`config.mk`:
```
export PLATFORM = sky130hd
export DESIGN_NAME = mc_perf_unit
export DESIGN_NICKNAME = d
export VERILOG_FILES = /design/src/rtl/mc_perf_unit.sv
export SDC_FILE = /design/constraint.sdc
export NUM_CORES = 1
export LEC_CHECK = 0
export BUFFER_PORTS_ARGS = -buffer_cell sky130_fd_sc_hd__buf_2
export CORE_UTILIZATION = 36
export CTS_BUF_LIST = sky130_fd_sc_hd__clkbuf_8
export DETAILED_ROUTE_END_ITERATION = 8
export PLACE_DENSITY = 0.56
export SLEW_MARGIN = 40
export SYNTH_ARGS = -nofsm -noshare
export SYNTH_HDL_FRONTEND = slang
export SYNTH_SLANG_ARGS = --single-unit
```
`constraint.sdc`:
```
create_clock -name clk -period 2.7 [get_ports clk]
set_input_delay 0.54 -clock clk [delete_from_list [all_inputs] [get_ports clk]]
set_output_delay 0.54 -clock clk [all_outputs]
set_load 0.01 [all_outputs]
```
`src/rtl/mc_perf_unit.sv`:
```
module mc_perf_unit #(
  parameter int AW = 12,
  parameter int DW = 32,
  parameter int CW = 32,
  parameter logic [31:0] VERSION = 32'h0001_0A00
) (
  input  logic          clk,
  input  logic          rst_n,
  input  logic [AW-1:0] bus_addr,
  input  logic          bus_we,
  input  logic [DW-1:0] bus_wdata,
  output logic [DW-1:0] bus_rdata,
  input  logic [7:0]    evt,
  output logic          irq
);
  localparam int NCNT = 8;
  localparam logic [AW-1:0] A_CTRL = AW'(12'h010);
  localparam logic [AW-1:0] A_EN   = AW'(12'h6C0);
  localparam logic [AW-1:0] A_MSK  = AW'(12'h6C8);
  localparam logic [AW-1:0] A_STS  = AW'(12'h6CC);
  localparam logic [AW-1:0] A_CLR  = AW'(12'h6D0);
  localparam logic [AW-1:0] A_VER  = AW'(12'h710);
  localparam logic [AW-1:0] CNT_OFF [NCNT] = '{
    AW'(12'h380), AW'(12'h384), AW'(12'h388), AW'(12'h38C),
    AW'(12'h3C0), AW'(12'h3C4), AW'(12'h3CC), AW'(12'h3D0)};

  logic                     glb_en;
  logic [NCNT-1:0]          ev_en, msk, sts, ovf, inc, wr_cnt;
  logic [NCNT-1:0][CW-1:0]  cnt;

  wire wr_ctrl = bus_we && bus_addr == A_CTRL;
  wire wr_en   = bus_we && bus_addr == A_EN;
  wire wr_msk  = bus_we && bus_addr == A_MSK;
  wire wr_clr  = bus_we && bus_addr == A_CLR;

  always_ff @(posedge clk or negedge rst_n)
    if (!rst_n) begin
      glb_en <= 1'b0;
      ev_en  <= '0;
      msk    <= '1;
    end else begin
      if (wr_ctrl) glb_en <= bus_wdata[1];
      if (wr_en)   ev_en  <= bus_wdata[NCNT-1:0];
      if (wr_msk)  msk    <= bus_wdata[NCNT-1:0];
    end

  for (genvar n = 0; n < NCNT; n++) begin : g_cnt
    assign wr_cnt[n] = bus_we && bus_addr == CNT_OFF[n];
    assign inc[n]    = glb_en && ev_en[n] && evt[n];
    assign ovf[n]    = inc[n] && !wr_cnt[n] && (&cnt[n]);

    always_ff @(posedge clk or negedge rst_n)
      if (!rst_n)         cnt[n] <= '0;
      else if (wr_cnt[n]) cnt[n] <= bus_wdata[CW-1:0];
      else if (inc[n])    cnt[n] <= cnt[n] + 1'b1;
  end

  always_ff @(posedge clk or negedge rst_n)
    if (!rst_n) sts <= '0;
    else        sts <= (sts & ~(wr_clr ? bus_wdata[NCNT-1:0] : '0)) | ovf;

  assign irq = |(sts & ~msk);

  always_comb begin
    bus_rdata = '0;
    case (bus_addr)
      A_CTRL:  bus_rdata[1] = glb_en;
      A_EN:    bus_rdata[NCNT-1:0] = ev_en;
      A_MSK:   bus_rdata[NCNT-1:0] = msk;
      A_STS:   bus_rdata[NCNT-1:0] = sts;
      A_VER:   bus_rdata = DW'(VERSION);
      default:
        for (int n = 0; n < NCNT; n++)
          if (bus_addr == CNT_OFF[n]) bus_rdata[CW-1:0] = cnt[n];
    endcase
  end
endmodule


```
==> results.cfg, run 1 <==
[worst_setup_path]
cp_cell_sequence = mux2_4 -> a22oi_2 -> o22ai_2 -> a222oi_1 -> buf_4 -> o21ai_2 -> buf_2
worstPathMaxFanout = 2
worstSetupPathType = register to output port
worstPathRequired_ns = 2.16
start_kind = register
crit_path_top_delay_cell = a222oi_1
endpoint_kind = output port
slowest_delay_ns = 0.43
crit_arrival_ns = 2.43

[timing]
fin_crit_ns = 2.97
fmax_mhz = 336
finalSetupViolCount = 31
rsz0062_at_grt = yes
fin_setup_tns_ns = -3.01
hold_viol_final = 0
worst_pin_slew_ns = 0.708
drv_slew = 0
relSlewSlack = 0.527
skew_ns = 0.0390
fin_crit_sh = 1.10
timing.final.ws_setup_ns = -0.272

[yosys]
synth_warnings = 0
yosys.area_share.xor_xnor = 0.113
syn_inst = 2205
synth_top_family_by_area = simple AND/OR/NAND/NOR gates
synth-simple-area-share = 0.257
yosysMostFrequentCell = dfrtp_1
synth.largest_area_cell = dfrtp_1
synth-compound-area-share = 0.141
synthAdderAreaFrac = 0.00540
ys_top_cells_by_area = dfrtp_1 37%, xnor2_1 6.7%, a21oi_1 5.5%
synth_nets = 2268
seq_area_frac_synth = 0.380
synthArstFlopShare = 1.00
synth-seq-cells = 281
yosys_most_used_dff = dfrtp_1
synth_edf_count = 0
synthMuxAreaShare = 0.0547
synth_top_cell_area_share = 0.368
synth_area_mm2 = 0.0185
synth_commonest_cells = 273 x dfrtp_1, 254 x nor2_1, 203 x a21oi_1
synth_cell_types = 76
avgSynthCellArea_um2 = 8.41

[place]
place_ws_ns = -0.400
dpl.hpwl_um = 55900
io_buffers = 87
placed_cells = 2972
place_congestion = 0.976
place_area_mm2 = 0.0208

[die]
coreArea_mm2 = 0.0505
dieArea_mm2 = 0.0524
initial_core_util = 0.367
die_width_um = 229
rows = 82
io_pins = 88
die_y_um = 229

[clock_tree]
cts_max_path_buffers = 3
cts_root_buf = clkbuf_8
clk_pin_slew_ns = 0.06
cts_sinks = 281
worstSkewPairLatency_ns = 0.68
htree_levels = 2
cts_tree = done
cts_made_buffers = 55

[layout]
fin_area_mm2 = 0.0239
syn2layout_area_growth_pct = 28.8
fin_cells = 3162
drive_gt1_frac = 0.280
nets = 2507

[pwr]
p_int_mw = 6.81
vdd_drop_max_mv = 0.291
power_frac_seq = 0.459
p_sw_frac = 0.269
power_density_mw_per_mm2 = 390
leakage_nw = 9.94
clkPwrFrac = 0.471
switching_power_mw = 2.51
p_comb_frac = 0.069

[detailed_routing]
via_per_inst = 5.89
drt_iter0_markers = 1996
vias = 18600
ant_nets = 0
drt_wl_total_um = 77700
drc = 0
firstDrtPassIters = 6
wl_per_cell_um = 24.6

[outcome]
violations = setup timing
status = finished, violations left

[worst_hold_path]
hp-class = input pin to register

[run]
drv_cap = 0

[grt]
grt_pass1_vias = 17600
grt_max_degree = 63
grt_overflow = 0
grt_usage = 0.289
antenna_found_initial = 1
grt_pass1_wl_um = 114000
## sequential cells by signal, summed over array words and instances (netlist names)
signal  flops
cnt       256
ev_en       8
msk         8
sts         8
glb_en      1
## through the flow
stage                     utilization  hold WS, ns  power (mW)
after floorplan                     -        0.244        4.55
after global placement          0.412        0.516        4.91
after detailed placement        0.412        0.520        4.92
after CTS                       0.454        0.228        9.34
after global routing            0.473        0.266        9.61
final                           0.473        0.251        9.32
## timing repair
item                       CTS  global route
pin swaps                   34            69
gates cloned                 1             6
setup buffers               46            39
gates resized for setup    135           143
setup endpoints to repair   32            32
hold endpoints to repair    55             0
hold buffers                 1             0
## path summary, 6_finish.rpt
path / to / startpoint / depth (start not counted) / slack (ns)
max in group asynchronous: msk[5] / rst_n / 3 / 1.46
min in group asynchronous: cnt[120] / rst_n / 2 / 0.45
worst min register to register: sts[2] / sts[2] / 1 / 0.53
worst min-delay path: cnt[90] / bus_wdata[26] / 3 / 0.25
worst max-delay path: bus_rdata[7] / cnt[71] / 7 / -0.27
worst max register to register: cnt[20] / glb_en / 7 / 0.29
## routing by layer
| layer | track usage | wire length [um] |
|---|---|---|
| met4 | 0.128 | 3360 |
| met3 | 0.0462 | 6090 |
| met5 | 0 | 0 |
| met1 | 0.404 | 33700 |
| met2 | 0.438 | 34600 |
## kinds of logic after synthesis
group,count (synthesis)
AOI/OAI and AO/OA,449
xor gates and xnor gates,239
adders and majority gates,8
buffers and inverters,224
DFF,281
muxes,83
and+or+nand+nor,921
## layout by cell type, fill, tap and decap left out, types with 9 or more instances in the layout
master and instances:
buf_12 24, a21oi_2 12, nor2_1 246, mux2_4 13, o22ai_2 16, mux2i_1 26
dfrtp_1 238, buf_6 29, nand4_1 102, buf_2 77, clkbuf_8 73, xor2_1 98
or3_1 10, a21oi_1 190, nor3_2 20, and3_1 43, dfrtp_2 35, a22oi_2 21
and4_1 38, nand2_1 171, mux4_2 10, and2_1 13, nor4_1 55, mux2_2 33
a221oi_2 15, xnor2_1 141, o21ai_1 9, nand3_1 92, o21ai_0 95, buf_4 206
inv_1 83, nor3_1 47
## power by group through the flow
stage	sequential (mW)	combinational (mW)	clock [mW]
5_1_grt	4.28	0.679	4.64
4_1_cts	4.28	0.607	4.45
3_5_place_dp	4.36	0.562	0
3_3_place_gp	4.36	0.557	0
6_report	4.28	0.645	4.39
2_1_floorplan	4.34	0.211	0
## worst max-delay path, delay by kind of cell, from the launching register on
family	cells	cell delay, ns
muxes	1	0.30
DFF	1	0.38
AOI/OAI and AO/OA	4	0.75
buffers and inverters	2	0.35
## cell type report
class                   count  area, um2
clock buffers              72        991
inverters                  57        214
flip-flops and latches    281       7090
clock inverters            29        111
multi-input cells        1700      11700
diodes                      2       5.00
well taps                 672        841
fillers                  4934      26600
repair buffers            349       2970
No activity file was read; power rests on OpenSTA's default activity.
==> run 2, diff against run 1 <==
--- a/config.mk
+++ b/config.mk
@@ -5,10 +5,12 @@
 export SDC_FILE = /design/constraint.sdc
 export NUM_CORES = 1
 export LEC_CHECK = 0
+export ABC_AREA = 1
 export BUFFER_PORTS_ARGS = -buffer_cell sky130_fd_sc_hd__buf_2
 export CORE_UTILIZATION = 36
 export CTS_BUF_LIST = sky130_fd_sc_hd__clkbuf_8
 export DETAILED_ROUTE_END_ITERATION = 8
+export HOLD_SLACK_MARGIN = 0.1
 export PLACE_DENSITY = 0.56
 export SLEW_MARGIN = 40
 export SYNTH_ARGS = -nofsm -noshare
==> results.cfg, run 2 <==
[outcome]
status = finished, violations left
violations = setup timing

[layout]
top_register = cnt
nets = 3138
fin_util = 0.447
largest_reg_flops = 256
final.fill_count = 5670
final_common_cell = nand2_1
syn2layout_area_growth_pct = 22.1
drive_gt1_frac = 0.184
final_cell_mix = 601 x nand2_1, 385 x inv_1, 272 x dfrtp_1

[die]
io_pins = 88
rows = 86
die_y_um = 239
dieArea_mm2 = 0.0573
die_width_um = 239
initial_core_util = 0.366
coreArea_mm2 = 0.0554

[worst_setup_path]
crit_path_frequent_cell = nand2_4
critPathTopFamily = compound AO/OA/AOI/OAI gates
worstPathMaxFanout = 7
start_kind = input pin
cp_cell_sequence = buf_8 -> nor2_4 -> nand2_4 -> nor2_8 -> buf_12 -> nand2_4 -> o22ai_1 -> a21oi_1 -> o211ai_1 -> nand2_1 -> a21oi_2 -> buf_2
endpoint_kind = output port
crit_arrival_ns = 2.32
slowest_delay_ns = 0.26
critPathBufInv = 3
worstPathRequired_ns = 2.16
crit_path_top_delay_cell = o22ai_1
worstSetupPathType = input pin to output port

[clock_tree]
cts_made_buffers = 58
clk_pin_slew_ns = 0.06
cts_tree = done
cts_root_buf = clkbuf_8
cts_max_path_buffers = 3
cts_sinks = 281
worstSkewPairLatency_ns = 0.71
htree_levels = 2

[pwr]
leakage_nw = 11.4
power_density_mw_per_mm2 = 384
vdd_drop_max_mv = 0.370
power_mw = 9.50

[yosys]
synth_area_mm2 = 0.0203
synth_warnings = 0
synthArstFlopShare = 1.00
synth_commonest_cells = 617 x nand2_1, 368 x inv_1, 273 x dfrtp_1
yosysMostFrequentCell = nand2_1
yosys_most_used_dff = dfrtp_1
ys_top_cells_by_area = dfrtp_1 34%, nand2_1 11%, xor2_1 7.0%
syn_inst = 2827
synth-seq-cells = 281
avgSynthCellArea_um2 = 7.17
synth.largest_area_cell = dfrtp_1
synth_cell_types = 59
synth_nets = 2890
synth_edf_count = 0
synth_top_cell_area_share = 0.337
seq_area_frac_synth = 0.347

[grt]
grt_pass1_wl_um = 140000
grt_max_degree = 62
antenna_found_initial = 2
grt_usage = 0.334
grt_pass1_vias = 20500
grt_overflow = 0

[detailed_routing]
via_per_inst = 5.79
drc = 0
ant_nets = 0
wl_per_cell_um = 25.0
firstDrtPassIters = 5
vias = 22400
drt_iter0_markers = 2929
drt_wl_total_um = 96800

[worst_hold_path]
hp-class = input pin to register

[timing]
finalSetupViolCount = 33
relSlewSlack = 0.437
worst_pin_slew_ns = 0.834
timing.final.ws_setup_ns = -0.157
fin_crit_ns = 2.86
fmax_mhz = 350
hold_viol_final = 0
rsz0062_at_grt = yes
skew_ns = 0.0505
drv_slew = 0
fin_crit_sh = 1.06

[place]
place_congestion = 1.03
io_buffers = 87
dpl.hpwl_um = 72800
place_ws_ns = -0.335

[run]
drv_cap = 0
run 2: kinds of logic (layout without fill, tap and decap cells):
kind of cell | Yosys count | in the layout | share of synthesized area
and+or+nand+nor | 1271 | 1277 | 0.285
AOI/OAI and AO/OA | 589 | 589 | 0.184
buffers and inverters | 492 | 778 | 0.0987
DFF | 281 | 281 | 0.347
xor gates and xnor gates | 185 | 185 | 0.0799
adders and majority gates | 8 | 8 | 0.00494
muxes | 1 | 1 | 0.000494
other | 0 | 1 | 0
run 2: final cells by class:
class,count,area (um2),area share
diodes,1,2.50,0.000101
clock buffers,74,1020,0.0411
clock inverters,30,129,0.00520
inverters,404,1570,0.0635
multi-input cells,2060,11800,0.477
flip-flops and latches,281,7040,0.284
well taps,748,936,0.0378
repair buffers,270,2250,0.0907
run 2: what timing repair did:
| item | CTS | global route |
|---|---|---|
| resized for setup | 115 | 66 |
| hold buffers | 2 | 0 |
| setup endpoints to repair | 32 | 32 |
| pin swaps | 62 | 44 |
| buffers inserted | 8 | 11 |
| gates cloned | 7 | 3 |
| endpoints found under the hold margin | 46 | 0 |
run 2: report_power, final:
part           switching [mW]  internal [mW]
Combinational           0.453          0.136
Sequential             0.0387           4.24
Clock                    2.20           2.43
Total                    2.69           6.81
run 2: path summary, 6_finish.rpt:
| path | slack (ns) | cells past startpoint | endpoint | startpoint |
|---|---|---|---|---|
| setup / recovery | -0.16 | 12 | bus_rdata[28] | bus_addr[11] |
| hold / removal | 0.16 | 3 | msk[2] | bus_wdata[2] |
| setup reg to reg | -0.04 | 9 | cnt[190] | cnt[164] |
| hold reg to reg | 0.49 | 2 | msk[2] | msk[2] |
| max in group asynchronous | 1.44 | 3 | msk[0] | rst_n |
| min in group asynchronous | 0.42 | 2 | cnt[18] | rst_n |
run 2: stage by stage:
step	setup TNS (ns)	instance area, um2	cells	hold WS [ns]
after detailed placement	-7.36	22500	3734	0.485
after floorplan	0	20300	2827	0.244
after global routing	-5.14	24800	3868	0.141
final	-3.06	24800	3868	0.160
after CTS	-2.57	24300	3855	0.112
after global placement	-6.57	22500	3734	0.479
run 2: metal layers:
layer	part of all wire	GRT usage
met3	0.11	0.0770
met1	0.44	0.489
met2	0.40	0.467
met5	0	0
met4	0.046	0.137
run 2: worst min-delay path, delay by kind of cell:
family	cells	cell delay [ns]
compound gates	1	0.09
buf+inv	2	0.20
